File: config.mk
export PLATFORM = sky130hd
export DESIGN_NAME = mouse_pkt_queue
export DESIGN_NICKNAME = d
export VERILOG_FILES = /design/src/rtl/mouse_pkt_queue.sv
export SDC_FILE = /design/constraint.sdc
export NUM_CORES = 1
export LEC_CHECK = 0
export ABC_AREA = 0
export BUFFER_PORTS_ARGS = -buffer_cell sky130_fd_sc_hd__buf_2
export CAP_MARGIN = 20
export CORE_AREA = 2 2 138 140
export DETAILED_ROUTE_END_ITERATION = 16
export DIE_AREA = 0 0 140 142
export PLACE_DENSITY_LB_ADDON = 0.25
export SLEW_MARGIN = 30
export SYNTH_ARGS = -nofsm -noshare
export SYNTH_HDL_FRONTEND = slang
export SYNTH_SLANG_ARGS = --single-unit
File: constraint.sdc
create_clock -name clk -period 2.5 [get_ports clk]
set_input_delay 0.375 -clock clk [delete_from_list [all_inputs] [get_ports clk]]
set_output_delay 0.375 -clock clk [all_outputs]
set_load 0.005 [all_outputs]
File: src/rtl/mouse_pkt_queue.sv
module mouse_pkt_queue #(
  parameter int MW    = 10,
  parameter int DEPTH = 16
) (
  input  logic                 clk,
  input  logic                 rst_n,
  input  logic                 rpt_valid,
  input  logic signed [MW-1:0] dx,
  input  logic signed [MW-1:0] dy,
  input  logic                 btn_left,
  input  logic                 btn_mid,
  input  logic                 btn_right,
  output logic                 busy,
  output logic                 rx_avail,
  input  logic                 pop,
  output logic [7:0]           rd_data
);
  localparam int AW = $clog2(DEPTH);
  localparam int CW = AW + 1;

  function automatic logic [7:0] clamp8(input logic signed [MW:0] v);
    if (v > 127)       return 8'h7f;
    else if (v < -127) return 8'h81;
    else               return v[7:0];
  endfunction

  logic [7:0]    mem [DEPTH];
  logic [AW-1:0] wptr, rptr;
  logic [CW-1:0] count;
  logic [31:0]   stage;
  logic [2:0]    left;

  logic        accept, push, push_ok, pop_ok, full;
  logic [7:0]  start_byte, push_byte;
  logic signed [MW:0] dx_w, dy_neg;

  assign busy       = (left != 3'd0);
  assign accept     = rpt_valid && !busy;
  assign start_byte = 8'h87 ^ {5'b0, btn_left, btn_mid, btn_right} << 0;
  assign dx_w       = {dx[MW-1], dx};
  assign dy_neg     = -{dy[MW-1], dy};
  assign push       = accept || busy;
  assign push_byte  = accept ? start_byte : stage[31:24];
  assign full       = (count == CW'(DEPTH));
  assign push_ok    = push && !full;
  assign pop_ok     = pop && (count != '0);
  assign rd_data    = (count != '0) ? mem[rptr] : 8'h00;

  always_ff @(posedge clk) begin
    if (!rst_n) begin
      left  <= 3'd0;
      stage <= '0;
    end else if (accept) begin
      left  <= 3'd4;
      stage <= {clamp8(dx_w), clamp8(dy_neg), 16'h0000};
    end else if (busy) begin
      left  <= left - 3'd1;
      stage <= {stage[23:0], 8'h00};
    end
  end

  always_ff @(posedge clk) begin
    if (push_ok) mem[wptr] <= push_byte;
  end

  always_ff @(posedge clk) begin
    if (!rst_n) begin
      wptr     <= '0;
      rptr     <= '0;
      count    <= '0;
      rx_avail <= 1'b0;
    end else begin
      if (push_ok) wptr <= (wptr == AW'(DEPTH-1)) ? '0 : wptr + 1'b1;
      if (pop_ok)  rptr <= (rptr == AW'(DEPTH-1)) ? '0 : rptr + 1'b1;
      case ({push_ok, pop_ok})
        2'b10:   count <= count + 1'b1;
        2'b01:   count <= count - 1'b1;
        default: count <= count;
      endcase
      if (push_ok)     rx_avail <= 1'b1;
      else if (pop_ok) rx_avail <= (count != CW'(1));
    end
  end
endmodule


# ---- Word level (Yosys, flattened, before mapping)
# Memory sizes are Yosys's and may differ from the RTL's. A register that Yosys moved wholly into a read port is not among the register bits.
# Index checks and enable logic that the tools add are counted.
dict set report word_totals {
  ram_bits 128
  ff_bits 33
  word_cells 57
  mem_count 1
  input_bits 27
  output_inout_bits 10
}
dict set report op_classes {
  reduce_logical 12
  order_cmp 4
  mux 19
  bitwise 2
  n_addsub 6
  eq_ne 6
}
# name words width rd rd_ports_with_merged_regs wr line
set memory_table {}
lappend memory_table {mem 16 8 1 1 1 27} ;# logic [7:0] mem [DEPTH];
# op count
set op_table {}
lappend op_table {{$mux 32} 2}
lappend op_table {{$mux 8} 6}
lappend op_table {{$mux 4} 4}
lappend op_table {{$gt 11x8->1 const B} 1}
lappend op_table {{$lt 11x8->1 const B} 1}
lappend op_table {{$neg 11->11} 1}
lappend op_table {{$gt 10x8->1 const B} 1}
lappend op_table {{$lt 10x8->1 const B} 1}
lappend op_table {{$pmux 5 s2} 1}
lappend op_table {{$add 4x1->4 const B} 2}
lappend op_table {{$eq 4x4->1 const B} 2}
lappend op_table {{$mux 3} 2}
lappend op_table {{$reduce_bool 2->1} 3}
lappend op_table {{$add 5x1->5 const B} 1}
lappend op_table {{$eq 5x5->1 const B} 1}
lappend op_table {{$ne 5x1->1 const B} 1}
lappend op_table {{$reduce_bool 5->1} 1}
lappend op_table {{$sub 5x1->5 const B} 1}
lappend op_table {{$mux 1} 4}
lappend op_table {{$not 3->4} 1}
lappend op_table {{$logic_and 1x1->1} 3}
lappend op_table {{$reduce_bool 3->1} 1}
lappend op_table {{$sub 3x1->3 const B} 1}
lappend op_table {{$eq 2x1->1 const B} 1}
lappend op_table {{5 further kinds} 6}

# ---- Logic depth before layout (Yosys ltp)
dict set report depth {
  word_depth 7
  mapped_depth 12
  mapped_depth_nobuf 12
}

# ---- Least setup slack after synthesis
# No wires, ideal clock.
dict set report synth_timing {
  path_kind {flip-flop to flip-flop}
  start {register count[0]}
  end {register count[3]}
  path_stages_with_launch 13
  setup_slack_ns -0.006
  setup_ns 0.115
  required_ns 2.385
  n_path_buf 0
  t_arrival_ns 2.391
  period_less_slack_ns 2.506
  path_cell_list {dfxtp_1 > inv_1 > ha_1 > nor3b_1 > nor2b_1 > nand2b_1 > inv_1 > ha_1 > nor2b_1 > and3_1 > o21ai_0 > xnor2_1 > and2_1}
}
dict set report synth_between {
  elab_cells_between_ends 11
  classes_between {add/sub: 2; eq/ne: 3; mux: 1; reduce/logical: 5}
}
# item line
set synth_rtl {}
lappend synth_rtl {{start: declaration} 29} ;# logic [CW-1:0] count;
lappend synth_rtl {{start signal: assignment} 76} ;# 2'b10: count <= count + 1'b1;
lappend synth_rtl {{start signal: assignment} 77} ;# 2'b01: count <= count - 1'b1;
lappend synth_rtl {{start signal: assignment} 78} ;# default: count <= count;
lappend synth_rtl {{$reduce_bool 5->1 (*)} 46} ;# assign pop_ok = pop && (count != '0);
lappend synth_rtl {{$logic_and 1x1->1 (*)} 46}
lappend synth_rtl {{net pop_ok} 33} ;# logic accept, push, push_ok, pop_ok, full;
lappend synth_rtl {{$eq 2x1->1 or $eq 2x2->1 (tied branches)} 75} ;# case ({push_ok, pop_ok})
lappend synth_rtl {{$pmux 5 s2 or $reduce_bool 2->1 (tied branches)} --}
# Mark *: on every way through the listed nets, which the timed path passes. The rest lies on a longest branch.
# A chain may end at the register's enable or synchronous reset.

==> impl_results.md <==
- Max Freq: 0.3722 GHz
- Dpl cells: 749
- Vias in the first global route: 4,318
- CTS sink count: 165
- Placed cell area: 0.007831 sq mm
- Layout cells sized above 1: 0.2709
- Status: complete, but fails checks
- Slew @ Worst Pin: 0.6048 ns
- N_diodes: 0
- Total Routing Usage GR: 0.1555
- # H-tree levels: 4
- Setup Viol. Count Final: 8
- TritonCTS clock tree: built
- Fin area: 0.008518 sq mm
- Crit. End Element: output port
- Net Sw Frac: 0.2861
- Worst Reg-to-Reg Cells: 7
- Largest net degree at the start of global routing: 34
- Initial Util: 0.3899
- Commonest non-fill, non-tap cells in the layout: edfxtp_1, mux4_2, dfxtp_1, buf_2, and2_1
- Worst vdd ir: 516.1 uV
- Syn_nets: 515
- Post-Syn Instances: 474
- Final worst slack: -0.1871 ns
- Final hold violation count: 0
- Iteration-0 DRC Markers: 261
- Synth warn: 0
- Hold slack: 0.2898 ns
- Port-buffer cells: 36
- Final net count: 578
- Gate power share: 0.285
- Synth Flop Type: edfxtp_1
- Violated checks: negative setup slack
- Slew Limit Fails: 0
- Die area: 0.01988 sq mm
- CTS Buf Count: 17
- Mapped Avg Cell Area: 15.18 sq um
- Pwr Density: 1050 mW/mm^2
- Via density per instance: 5.315
- Crit path cell chain: buf_12, mux4_2, mux4_2, nor2b_1, buf_2
- GP Congestion: 0.8730
- Relative slew slack: 0.5968
- Clock-pin slew on the worst setup and hold paths: 0.06 ns
- Final antenna-violating net count: 0
- Period utilization: 1.075
- Die Ht: 142 microns
- Io pins: 37
- Hold path depth: 3
- RSZ-0062 raised after global routing: true
- Detailed-route wire length: 14,300 microns
- Root Driver: clkbuf_16
- Critical path's top delay family: multiplexers
- Critical path class: reg2out
- Post-route insts no fill: 784
- Max Root-Sink Buffers: 2
- Syn-to-layout area delta: 18.38%
- Cell Area, Synth: 0.007196 sq mm
- Dpl hpwl: 9854 microns
- Commonest non-fill, non-tap cell in the layout: edfxtp_1
- Post-synthesis sequential area ratio: 0.6371
- HP Class: in2reg
- Antenna violations before repair: 0
- Rows: 50
- Slowest cell on crit path: mux4_2
- Worst Path Max Fanout: 14
- DRC: 0
- Clock Power Share: 0.296
- Chip Width: 140 microns
- WP buf/inv: 2
- Worst clock skew: 0.005732 ns
- Crit-path most repeated cell: mux4_2
- Internal Pwr Total: 6.384 mW
- Synthesized flop and latch total: 165
- Clk_lat worst skew: 0.42 ns
- Placeable Area: 0.01846 sq mm
- DR WL/cell: 18.24 microns
- Gr ovfl total: 0
- DR pass1 iterations: 4
- WP data required: 2.12 ns
- Stages on the worst setup path: 5
- Asr flop ratio synth: 0
- Fillers: 1,602
- Startpoint Class: flop
- Tmin final: 2.687 ns
- Vias: 4,167
- Setup TNS: -1.336 ns
- First-pass GRT wire length: 23,310 microns
- Flop pwr share: 0.419
- CP max stage delay: 0.53 ns
- Synth unique cells: 50
- Worst EP arrival: 2.31 ns
- Total net switching power: 2.558 mW
- Number of flops mapped to enable cells by yosys: 128
- Pleak: 2.943 nW
- Max-cap violations: 0
- Hold Buf Count CTS: 0
-- cells in the mapped netlist, types with 2 or more instances --
master	n	share of area
a211oi_1	2	0.0021
a311oi_1	3	0.0037
and2_1	35	0.030
or3_1	3	0.0026
nand2b_1	9	0.0078
edfxtp_1	128	0.53
buf_2	4	0.0028
o31ai_1	2	0.0021
nor4b_1	3	0.0037
mux2i_1	3	0.0042
clkbuf_1	13	0.0068
o21bai_1	2	0.0021
nand2_1	25	0.013
nor2_1	20	0.010
nor3_1	8	0.0056
xnor2_1	8	0.0097
nor4_1	2	0.0017
o211a_1	4	0.0056
a32o_1	3	0.0042
mux4_2	40	0.13
nand3_1	4	0.0028
a21boi_0	7	0.0073
nor2b_1	13	0.011
inv_1	12	0.0063
a31oi_1	3	0.0026
a21oi_1	12	0.0083
dfxtp_1	37	0.10
mux2_2	2	0.0031
o21ai_0	22	0.015
nor3b_1	4	0.0042
ha_1	14	0.024
a22oi_1	3	0.0031
a21o_1	2	0.0021
o31a_1	3	0.0037
or4_1	3	0.0031
and3_1	2	0.0017
-- kinds of logic after synthesis --
family	synth area share
flip-flops	0.6371
AND/OR/NAND/NOR	0.1054
AO/OA/AOI/OAI	0.07182
multiplexers	0.1325
buffers and inverters	0.01791
adder cells (fa/ha/maj)	0.02434
XOR/XNOR	0.01096
-- metrics by stage --
stage / utilization / worst slack (ns) / power (mW)
2_1_floorplan: - / 0.09763 / 5.301
3_3_place_gp: 0.4243 / 0.1766 / 6.210
3_5_place_dp: 0.4243 / 0.04707 / 6.289
4_1_cts: 0.4603 / -0.2325 / 9.037
5_1_grt: 0.4616 / -0.2720 / 9.427
6_report: 0.4616 / -0.1871 / 8.942
-- worst min-delay path: stages --
cell and delay, ns:
buf_2 0.09, o21ai_0 0.09, a21oi_1 0.12
-- power by group through the flow --
stage          Sequential (mW)  Combinational, mW  Clock (mW)
3_3_place_gp              3.78               2.43           0
3_5_place_dp              3.79               2.49           0
2_1_floorplan             3.74               1.56           0
4_1_cts                   3.74               2.57        2.72
6_report                  3.74               2.55        2.65
5_1_grt                   3.78               2.82        2.83
-- sequential cells by signal, summed over array words and instances (netlist names), named ones only --
name,count
rptr,4
count,5
rx_avail,1
stage,16
left,3
wptr,4
mem,128
-- path summary, 6_finish.rpt --
kind                               start                endpoint  slack, ns
setup reg to reg   count[1]$_SDFFE_PN0P_    mem[10][5]$_DFFE_PP_       0.23
hold reg to reg   stage[19]$_SDFFE_PN0P_  stage[19]$_SDFFE_PN0P_       0.49
setup / recovery                    flop              rd_data[5]      -0.19
hold / removal                     dx[1]  stage[25]$_SDFFE_PN0P_       0.29
-- timing repair --
item | CTS | global route
endpoints found under the setup margin | 8 | 20
buffers inserted | 2 | 0
gates resized for setup | 2 | 8
gates cloned | 1 | 0
-- metal layers --
layer / wire length (microns) / vias to the layer above / global-route usage
li1: - / 1974 / -
met1: 6400 / 2082 / 0.2031
met2: 7101 / 96 / 0.2569
met3: 640 / 15 / 0.03499
met4: 157 / 0 / 0.05742
met5: 0 / - / 0
-- layout make-up --
class | count | area, sq um | area share
Sequential cell | 165 | 4588 | 0.5386
Clock buffer | 18 | 429.2 | 0.05038
Tap cell | 234 | 292.8 | 0.03437
Clock inverter | 14 | 176.4 | 0.02071
Multi-Input combinational cell | 278 | 2509 | 0.2945
Timing Repair Buffer | 63 | 478.0 | 0.05611
Inverter | 12 | 45.04 | 0.005288
(Power assumes the default switching activity.)
